`src/rtl/pwmc_pkg.sv`:
```
package pwmc_pkg;
  parameter int CNT_W  = 32;
  parameter int ADDR_W = 3;

  typedef enum logic [1:0] {
    MODE_ONESHOT = 2'd0,
    MODE_CONT    = 2'd1,
    MODE_REF     = 2'd2,
    MODE_CAP     = 2'd3
  } pwmc_mode_e;

  localparam logic [ADDR_W-1:0] A_CTRL   = 3'd0;
  localparam logic [ADDR_W-1:0] A_SCALE  = 3'd1;
  localparam logic [ADDR_W-1:0] A_PERIOD = 3'd2;
  localparam logic [ADDR_W-1:0] A_DUTY   = 3'd3;
  localparam logic [ADDR_W-1:0] A_CAPLO  = 3'd4;
  localparam logic [ADDR_W-1:0] A_CAPHI  = 3'd5;
  localparam logic [ADDR_W-1:0] A_STAT   = 3'd6;
  localparam logic [ADDR_W-1:0] A_COUNT  = 3'd7;

  // last tick of a period; periods of 0 or 1 end on every tick
  function automatic logic period_done(input logic [CNT_W-1:0] cnt,
                                       input logic [CNT_W-1:0] per);
    if (per <= CNT_W'(1)) return 1'b1;
    return cnt >= (per - CNT_W'(1));
  endfunction

  // active phase of the waveform
  function automatic logic drive_level(input logic [CNT_W-1:0] cnt,
                                       input logic [CNT_W-1:0] duty);
    return cnt < duty;
  endfunction

  // ticks elapsed since the previous edge, counting the current cycle's tick
  function automatic logic [CNT_W-1:0] span_value(input logic [CNT_W-1:0] cnt,
                                                  input logic tick);
    return cnt + {{(CNT_W-1){1'b0}}, tick};
  endfunction
endpackage

```
`src/rtl/pwmc_sync.sv`:
```
module pwmc_sync #(
  parameter int STAGES = 2
) (
  input  logic clk,
  input  logic rst_n,
  input  logic d,
  output logic q
);
  logic [STAGES-1:0] chain;

  always_ff @(posedge clk or negedge rst_n) begin
    if (!rst_n) begin
      chain <= '0;
    end else begin
      chain[0] <= d;
      for (int i = 1; i < STAGES; i++) chain[i] <= chain[i-1];
    end
  end

  assign q = chain[STAGES-1];
endmodule

```
`src/rtl/pwmc_prescaler.sv`:
```
module pwmc_prescaler #(
  parameter int PRE_W = 8,
  parameter int SCL_W = 8
) (
  input  logic             clk,
  input  logic             rst_n,
  input  logic             run,
  input  logic [PRE_W-1:0] pre,
  input  logic [SCL_W-1:0] scl,
  output logic             tick
);
  logic [PRE_W-1:0] pre_cnt;
  logic [SCL_W-1:0] scl_cnt;
  logic             stage1;

  assign stage1 = run && (pre_cnt >= pre);
  assign tick   = stage1 && (scl_cnt >= scl);

  always_ff @(posedge clk or negedge rst_n) begin
    if (!rst_n) begin
      pre_cnt <= '0;
      scl_cnt <= '0;
    end else if (!run) begin
      pre_cnt <= '0;
      scl_cnt <= '0;
    end else begin
      pre_cnt <= stage1 ? '0 : pre_cnt + 1'b1;
      if (stage1) scl_cnt <= tick ? '0 : scl_cnt + 1'b1;
    end
  end
endmodule

```
`src/rtl/pwmc_core.sv`:
```
module pwmc_core
  import pwmc_pkg::*;
#(
  parameter int RPT_W = 8
) (
  input  logic             clk,
  input  logic             rst_n,
  input  logic             run,
  input  pwmc_mode_e       mode,
  input  logic             invert,
  input  logic [RPT_W-1:0] rpt,
  input  logic [CNT_W-1:0] period,
  input  logic [CNT_W-1:0] duty,
  input  logic             tick,
  input  logic             cap_lvl,
  output logic [CNT_W-1:0] cnt,
  output logic [CNT_W-1:0] cap_lo,
  output logic [CNT_W-1:0] cap_hi,
  output logic             pwm_out,
  output logic             period_wrap,
  output logic             stop_evt,
  output logic             cap_evt
);
  logic [CNT_W-1:0] per_act;
  logic [CNT_W-1:0] duty_act;
  logic [RPT_W-1:0] done_cnt;
  logic             cap_prev;
  logic             cap_rise;
  logic             cap_fall;
  logic             wave_mode;
  logic             active;

  assign wave_mode   = (mode != MODE_CAP);
  assign period_wrap = run && wave_mode && tick && period_done(cnt, per_act);
  assign stop_evt    = period_wrap && (mode == MODE_ONESHOT) && (done_cnt == rpt);
  assign cap_rise    = run && (mode == MODE_CAP) && cap_lvl && !cap_prev;
  assign cap_fall    = run && (mode == MODE_CAP) && !cap_lvl && cap_prev;
  assign cap_evt     = cap_rise || cap_fall;

  assign active  = run && (mode == MODE_ONESHOT || mode == MODE_CONT) &&
                   drive_level(cnt, duty_act);
  assign pwm_out = active ^ invert;

  always_ff @(posedge clk or negedge rst_n) begin
    if (!rst_n) begin
      cnt      <= '0;
      per_act  <= '0;
      duty_act <= '0;
      done_cnt <= '0;
      cap_prev <= 1'b0;
      cap_lo   <= '0;
      cap_hi   <= '0;
    end else begin
      cap_prev <= cap_lvl;
      if (!run) begin
        cnt      <= '0;
        per_act  <= period;
        duty_act <= duty;
        done_cnt <= '0;
      end else if (wave_mode) begin
        if (period_wrap) begin
          cnt      <= '0;
          per_act  <= period;
          duty_act <= duty;
          if (mode == MODE_ONESHOT) done_cnt <= done_cnt + 1'b1;
        end else if (tick) begin
          cnt <= cnt + 1'b1;
        end
      end else begin
        if (cap_rise) begin
          cap_lo <= span_value(cnt, tick);
          cnt    <= '0;
        end else if (cap_fall) begin
          cap_hi <= span_value(cnt, tick);
          cnt    <= '0;
        end else if (tick) begin
          cnt <= cnt + 1'b1;
        end
      end
    end
  end


  cnt_in_range_chk: assert property (@(posedge clk) disable iff (!rst_n)
    (run && wave_mode && per_act > CNT_W'(1)) |-> (cnt < per_act));


  shadow_hold_chk: assert property (@(posedge clk) disable iff (!rst_n)
    ($past(run) && run && !$past(period_wrap)) |->
      (per_act == $past(per_act) && duty_act == $past(duty_act)));


  ref_quiet_chk: assert property (@(posedge clk) disable iff (!rst_n)
    (run && mode == MODE_REF) |-> (pwm_out == invert));
endmodule

```
`src/rtl/pwm_capture_unit.sv`:
```
module pwm_capture_unit
  import pwmc_pkg::*;
#(
  parameter int PRE_W       = 8,
  parameter int SCL_W       = 8,
  parameter int RPT_W       = 8,
  parameter int SYNC_STAGES = 2
) (
  input  logic              clk,
  input  logic              rst_n,
  input  logic              wr_en,
  input  logic [ADDR_W-1:0] wr_addr,
  input  logic [CNT_W-1:0]  wr_data,
  input  logic [ADDR_W-1:0] rd_addr,
  output logic [CNT_W-1:0]  rd_data,
  input  logic              cap_in,
  output logic              pwm_out,
  output logic              irq
);
  localparam int RPT_LSB = 8;
  localparam int RPT_MSB = RPT_LSB + RPT_W - 1;
  localparam int SCL_LSB = PRE_W;
  localparam int SCL_MSB = PRE_W + SCL_W - 1;

  logic             run_q;
  pwmc_mode_e       mode_q;
  logic             inv_q;
  logic [RPT_W-1:0] rpt_q;
  logic [PRE_W-1:0] pre_q;
  logic [SCL_W-1:0] scl_q;
  logic [CNT_W-1:0] period_q;
  logic [CNT_W-1:0] duty_q;
  logic             irq_q;

  logic             ctrl_wr;
  logic             irq_clr;
  logic             irq_set;
  logic             tick;
  logic             cap_lvl;
  logic [CNT_W-1:0] cnt;
  logic [CNT_W-1:0] cap_lo;
  logic [CNT_W-1:0] cap_hi;
  logic             period_wrap;
  logic             stop_evt;
  logic             cap_evt;

  assign ctrl_wr = wr_en && (wr_addr == A_CTRL);
  assign irq_clr = wr_en && (wr_addr == A_STAT) && wr_data[0];
  assign irq_set = (period_wrap && (mode_q == MODE_CONT || mode_q == MODE_REF)) ||
                   stop_evt || cap_evt;

  always_ff @(posedge clk or negedge rst_n) begin
    if (!rst_n) begin
      run_q    <= 1'b0;
      mode_q   <= MODE_ONESHOT;
      inv_q    <= 1'b0;
      rpt_q    <= '0;
      pre_q    <= '0;
      scl_q    <= '0;
      period_q <= '0;
      duty_q   <= '0;
    end else begin
      if (ctrl_wr) begin
        run_q  <= wr_data[0];
        mode_q <= pwmc_mode_e'(wr_data[2:1]);
        inv_q  <= wr_data[3];
        rpt_q  <= wr_data[RPT_MSB:RPT_LSB];
      end else if (stop_evt) begin
        run_q <= 1'b0;
      end
      if (wr_en && wr_addr == A_SCALE) begin
        pre_q <= wr_data[PRE_W-1:0];
        scl_q <= wr_data[SCL_MSB:SCL_LSB];
      end
      if (wr_en && wr_addr == A_PERIOD) period_q <= wr_data;
      if (wr_en && wr_addr == A_DUTY)   duty_q   <= wr_data;
    end
  end

  always_ff @(posedge clk or negedge rst_n) begin
    if (!rst_n)       irq_q <= 1'b0;
    else if (irq_set) irq_q <= 1'b1;
    else if (irq_clr) irq_q <= 1'b0;
  end
  assign irq = irq_q;

  generate
    if (SYNC_STAGES > 0) begin : g_sync
      pwmc_sync #(.STAGES(SYNC_STAGES)) u_sync (
        .clk(clk), .rst_n(rst_n), .d(cap_in), .q(cap_lvl));
    end else begin : g_nosync
      assign cap_lvl = cap_in;
    end
  endgenerate

  pwmc_prescaler #(.PRE_W(PRE_W), .SCL_W(SCL_W)) u_pre (
    .clk(clk), .rst_n(rst_n), .run(run_q), .pre(pre_q), .scl(scl_q), .tick(tick));

  pwmc_core #(.RPT_W(RPT_W)) u_core (
    .clk(clk), .rst_n(rst_n), .run(run_q), .mode(mode_q), .invert(inv_q),
    .rpt(rpt_q), .period(period_q), .duty(duty_q), .tick(tick),
    .cap_lvl(cap_lvl), .cnt(cnt), .cap_lo(cap_lo), .cap_hi(cap_hi),
    .pwm_out(pwm_out), .period_wrap(period_wrap), .stop_evt(stop_evt),
    .cap_evt(cap_evt));

  always_comb begin
    case (rd_addr)
      A_CTRL:   rd_data = CNT_W'({rpt_q, 4'b0000, inv_q, mode_q, run_q});
      A_SCALE:  rd_data = CNT_W'({scl_q, pre_q});
      A_PERIOD: rd_data = period_q;
      A_DUTY:   rd_data = duty_q;
      A_CAPLO:  rd_data = cap_lo;
      A_CAPHI:  rd_data = cap_hi;
      A_STAT:   rd_data = CNT_W'(irq_q);
      default:  rd_data = cnt;
    endcase
  end


  irq_set_wins_chk: assert property (@(posedge clk) disable iff (!rst_n)
    irq_set |=> irq);


  wrap_irq_chk: assert property (@(posedge clk) disable iff (!rst_n)
    (period_wrap && mode_q == MODE_CONT) |=> irq);


  oneshot_stop_chk: assert property (@(posedge clk) disable iff (!rst_n)
    (stop_evt && !ctrl_wr) |=> (!run_q && irq));


  cap_irq_chk: assert property (@(posedge clk) disable iff (!rst_n)
    cap_evt |=> irq);
endmodule

```
`config.mk`:
```
export PLATFORM = sky130hd
export DESIGN_NAME = pwm_capture_unit
export DESIGN_NICKNAME = d
export VERILOG_FILES = /design/src/rtl/pwmc_pkg.sv /design/src/rtl/pwmc_sync.sv /design/src/rtl/pwmc_prescaler.sv /design/src/rtl/pwmc_core.sv /design/src/rtl/pwm_capture_unit.sv
export SDC_FILE = /design/constraint.sdc
export NUM_CORES = 1
export LEC_CHECK = 0
export BUFFER_PORTS_ARGS = -buffer_cell sky130_fd_sc_hd__buf_2
export CELL_PAD_IN_SITES_DETAIL_PLACEMENT = 1
export CELL_PAD_IN_SITES_GLOBAL_PLACEMENT = 1
export CORE_ASPECT_RATIO = 0.6
export CORE_UTILIZATION = 34
export DETAILED_ROUTE_END_ITERATION = 7
export GPL_ROUTABILITY_DRIVEN = 0
export GPL_TIMING_DRIVEN = 0
export PLACE_DENSITY_LB_ADDON = 0.25
export SYNTH_ARGS = -nofsm -noshare
export SYNTH_HDL_FRONTEND = slang
export SYNTH_SLANG_ARGS = --single-unit
```
`constraint.sdc`:
```
create_clock -name clk -period 4.3 [get_ports clk]
set_input_delay 0.43 -clock clk [delete_from_list [all_inputs] [get_ports clk]]
set_output_delay 0.43 -clock clk [all_outputs]
set_load 0.05 [all_outputs]
```
==> results.md <==
* Total track usage at 25.0%
* CTS Sinks at 280
* CTS clk-pin slew, worst paths at 0.06 ns
* Core Rows at 60
* Most frequent cells in the layout: dfrtp_1 (280), nand2_1 (185), o21ai_0 (137)
* Drt drc at 0
* Via/cell ratio at 5.55
* Synth Instances at 1,568
* Synth cell types at ~70
* Antenna violations before repair at 2
* Hold crit path type: in -> reg
* Synth Cell Area at 0.0158 sq mm
* Ratio of cells with drive above 1 in the final layout at 21.8%
* Critical path type: reg -> reg
* Initial core utilization at 34.9%
* Yosys top cell by area: dfrtp_1
* PD cells at 460 mW/mm^2
* DRT iter0 DRCs at 1,088
* Layout area overhead at 19.0%
* Lkg Pwr at 8.21 nW
* Fin crit period at 4.90 ns
* Vias in the first global route at 13,100
* CP max stage cell: or4_4
* Comb power frac at 26.3%
* Rel. slew slack at 17.8%
* Seq pwr share at ~41%
* Critical path required time at 4.78 ns
* Clock buffer depth at 3
* Pint at 5.69 mW
* CP endpoint kind: flop
* Fraction of the yosys area taken by sequential cells at 44.3%
* Hold Fails Final Rpt at 0
* Worst slack, placed at -1.05 ns
* Startpoint types: flop
* Largest stage delay on the critical path at 0.56 ns
* Status: finished with violations
* Largest net degree at the start of global routing at 118
* Total routed wirelength at about 60,000 um
* Unrepaired setup endpoints after global routing: yes
* # IOs at between 70 and 80
* Failing checks: negative setup slack
* Input/output buffers at between 70 and 80
* Main area contributors after synthesis: dfrtp_1 (44%), mux2_2 (10%), ha_1 (7.1%), nand2_1 (4.4%), o21ai_0 (4.4%)
* Vias at 13,100
* Detailed Place HPWL at 45,400 um
* DRT antenna net count at 0
* Syn_nets at 1,700
* Critical path startpoint: u_core.per_act[3]
* Die width at ~280 um
* Crit path arrival time at 5.37 ns
* Final period utilization at 114%
* Reg2reg start: u_core.per_act[3]
* GRT overflow at 0
* Crit-path max FO at 8
* Hold_ws at between 0.07 and 0.08 ns
* # setup viols final at 106
* Average cell area after synthesis at 10.1 sq um
* Chip Height at 169 um
* DRT Pass-1 Iters at 6
* Share of the synthesized area in the top cell type at 44.3%
* CTS tree: done
* Fraction of registers with async set/reset at 100%
* Worst vdd ir at 0.000263 V
* Slew Limit Fails at 0
* Global-route wire length before repair at just under 90,000 um
* Fmax achieved at between 200 and 250 MHz
* Final-layout fill cell count at 5,065
* Seq cells post-synth at 280
* EDFF count, synth at 0
* Predominant post-synthesis flop cell: dfrtp_1
* HP Start: wr_data[28]
* Post-layout nets at 1,842
* Worst Slack Setup Final at -0.596 ns
* Worst-path cell chain: or4_4, nor4_4, buf_4, nand3_4, or2_4, or3_4, buf_4, nor3_4, xnor2_1, ha_1, nand4_1, nor3_2, a221oi_2, o41ai_4, nor3_4, o21ai_4, buf_12, clkbuf_16, mux2_1
* Most common cell after layout, fill and taps aside: dfrtp_1
* H-tree levels at 1
* R2r setup slk at -0.60 ns
* Yosys warning count at 0
* Sw power at 2.97 mW
* Core area at 0.0453 sq mm
* Least-Margin Pin Slew at 1.23 ns
* Switch share at approximately a third
* Clock power frac at 32.4%
* Final Skew at 0.0186 ns
* WL per Instance at 25.3 um
* DIE AREA at 0.0474 sq mm
* Clk_lat worst skew at 0.60 ns
* Max_cap viols at 0
* Root buffer cell: clkbuf_16
* TritonCTS buffer count at 30
-- per-stage QoR --
step / std cells / util [%] / instance area [sq um] / TNS (ns) / power (mW)
after global placement: 2262 / 37.4 / 17000 / -786.72 / 5.46
after floorplan: 1568 / - / 15800 / 0 / 4.76
final: 2355 / 41.5 / 18800 / -53.72 / 8.65
after CTS: 2339 / 40.6 / 18400 / -48.96 / 8.49
after detailed placement: 2265 / 37.6 / 17000 / -98.14 / 5.58
after global routing: 2354 / 41.5 / 18800 / -69.67 / 9.04
-- sequential cells by signal, summed over array words and instances (netlist names), 32 cells and up --
name             cells
duty_q              32
period_q            32
u_core.cnt          32
u_core.cap_lo       32
u_core.duty_act     32
u_core.per_act      32
u_core.cap_hi       32
-- synthesized netlist by cell type (7+ instances only) --
cell,number
a21oi_1,33
o21a_1,11
a22oi_1,16
o221ai_1,10
o21ai_0,138
or3_1,8
nor3_1,38
clkbuf_1,70
dfrtp_1,280
nand3_1,27
and3_1,14
nand2b_1,8
mux2_2,142
nand2_1,185
or2_2,8
a21o_1,16
nor2_1,89
inv_1,65
mux2_1,8
nand4_1,22
buf_6,7
xor2_1,33
buf_1,13
nor4_1,20
mux2i_1,47
ha_1,90
xnor2_1,73
nor2b_1,11
-- routing by layer --
metal	vias to the layer above	GRT usage (%)	wire length, um
met4	2	5.51	1400
met5	-	0	13
met3	81	5.08	4240
met2	379	34.1	23500
li1	5811	-	-
met1	6801	39.6	30400
-- timing repair --
| item | in CTS | in global routing |
|---|---|---|
| hold endpoints to repair | 78 | 0 |
| endpoints found under the setup margin | 108 | 141 |
| hold buffers | 2 | 0 |
| pin swaps | 19 | 19 |
| setup buffers | 15 | 14 |
| resized for setup | 28 | 64 |
| gates cloned | 1 | 6 |
-- worst max-delay path: cells and delay by family, from the launching register on --
kind / cells / cell delay, ns
flip-flops: 1 / 0.39
AND/OR/NAND/NOR: 9 / 2.23
buffers and inverters: 4 / 0.75
XOR/XNOR: 1 / 0.09
multiplexers: 1 / 0.30
adder cells (fa/ha/maj): 1 / 0.31
AO/OA/AOI/OAI: 3 / 0.68
-- power groups by stage --
stage | clock network (mW) | registers, mW | logic, mW
floorplan | 0 | 3.40 | 1.36
global placement | 0 | 3.57 | 1.89
detailed placement | 0 | 3.60 | 1.98
CTS | 2.86 | 3.55 | 2.07
global route | 2.95 | 3.62 | 2.46
finish | 2.80 | 3.57 | 2.28
-- layout make-up --
type                       count  area, sq um  area share, %
clock buffer                  38          831           4.41
inverter                      65          244           1.30
sequential                   280         7010           37.2
tap                          620          776           4.12
multi-input combinational   1130         8420           44.7
clock inverter                18          223           1.18
antenna                        1         2.50         0.0133
buffer                        92          489           2.60
timing repair buffer         111          838           4.45
-- logic make-up (layout without fill, tap and decap cells) --
family / Yosys count / after routing / synth area share (%)
and+or+nand+nor: 469 / 469 / 14.3
DFF: 280 / 280 / 44.3
AOI/OAI and AO/OA: 267 / 267 / 10.5
muxes: 198 / 198 / 13.8
buffers and inverters: 158 / 324 / 4.10
xor gates and xnor gates: 106 / 106 / 5.87
adders and majority gates: 90 / 90 / 7.12
other: 0 / 1 / 0
-- final timing paths --
kind	end	depth (start not counted)
max	u_core.duty_act[18]	19
min	duty_q[28]	2
max reg2reg	u_core.duty_act[18]	19
min reg2reg	g_sync.u_sync.chain[1]	0
max in group asynchronous	u_core.per_act[20]	4
min in group asynchronous	u_core.done_cnt[3]	2
Note: power is estimated with default switching activity, not from simulation.
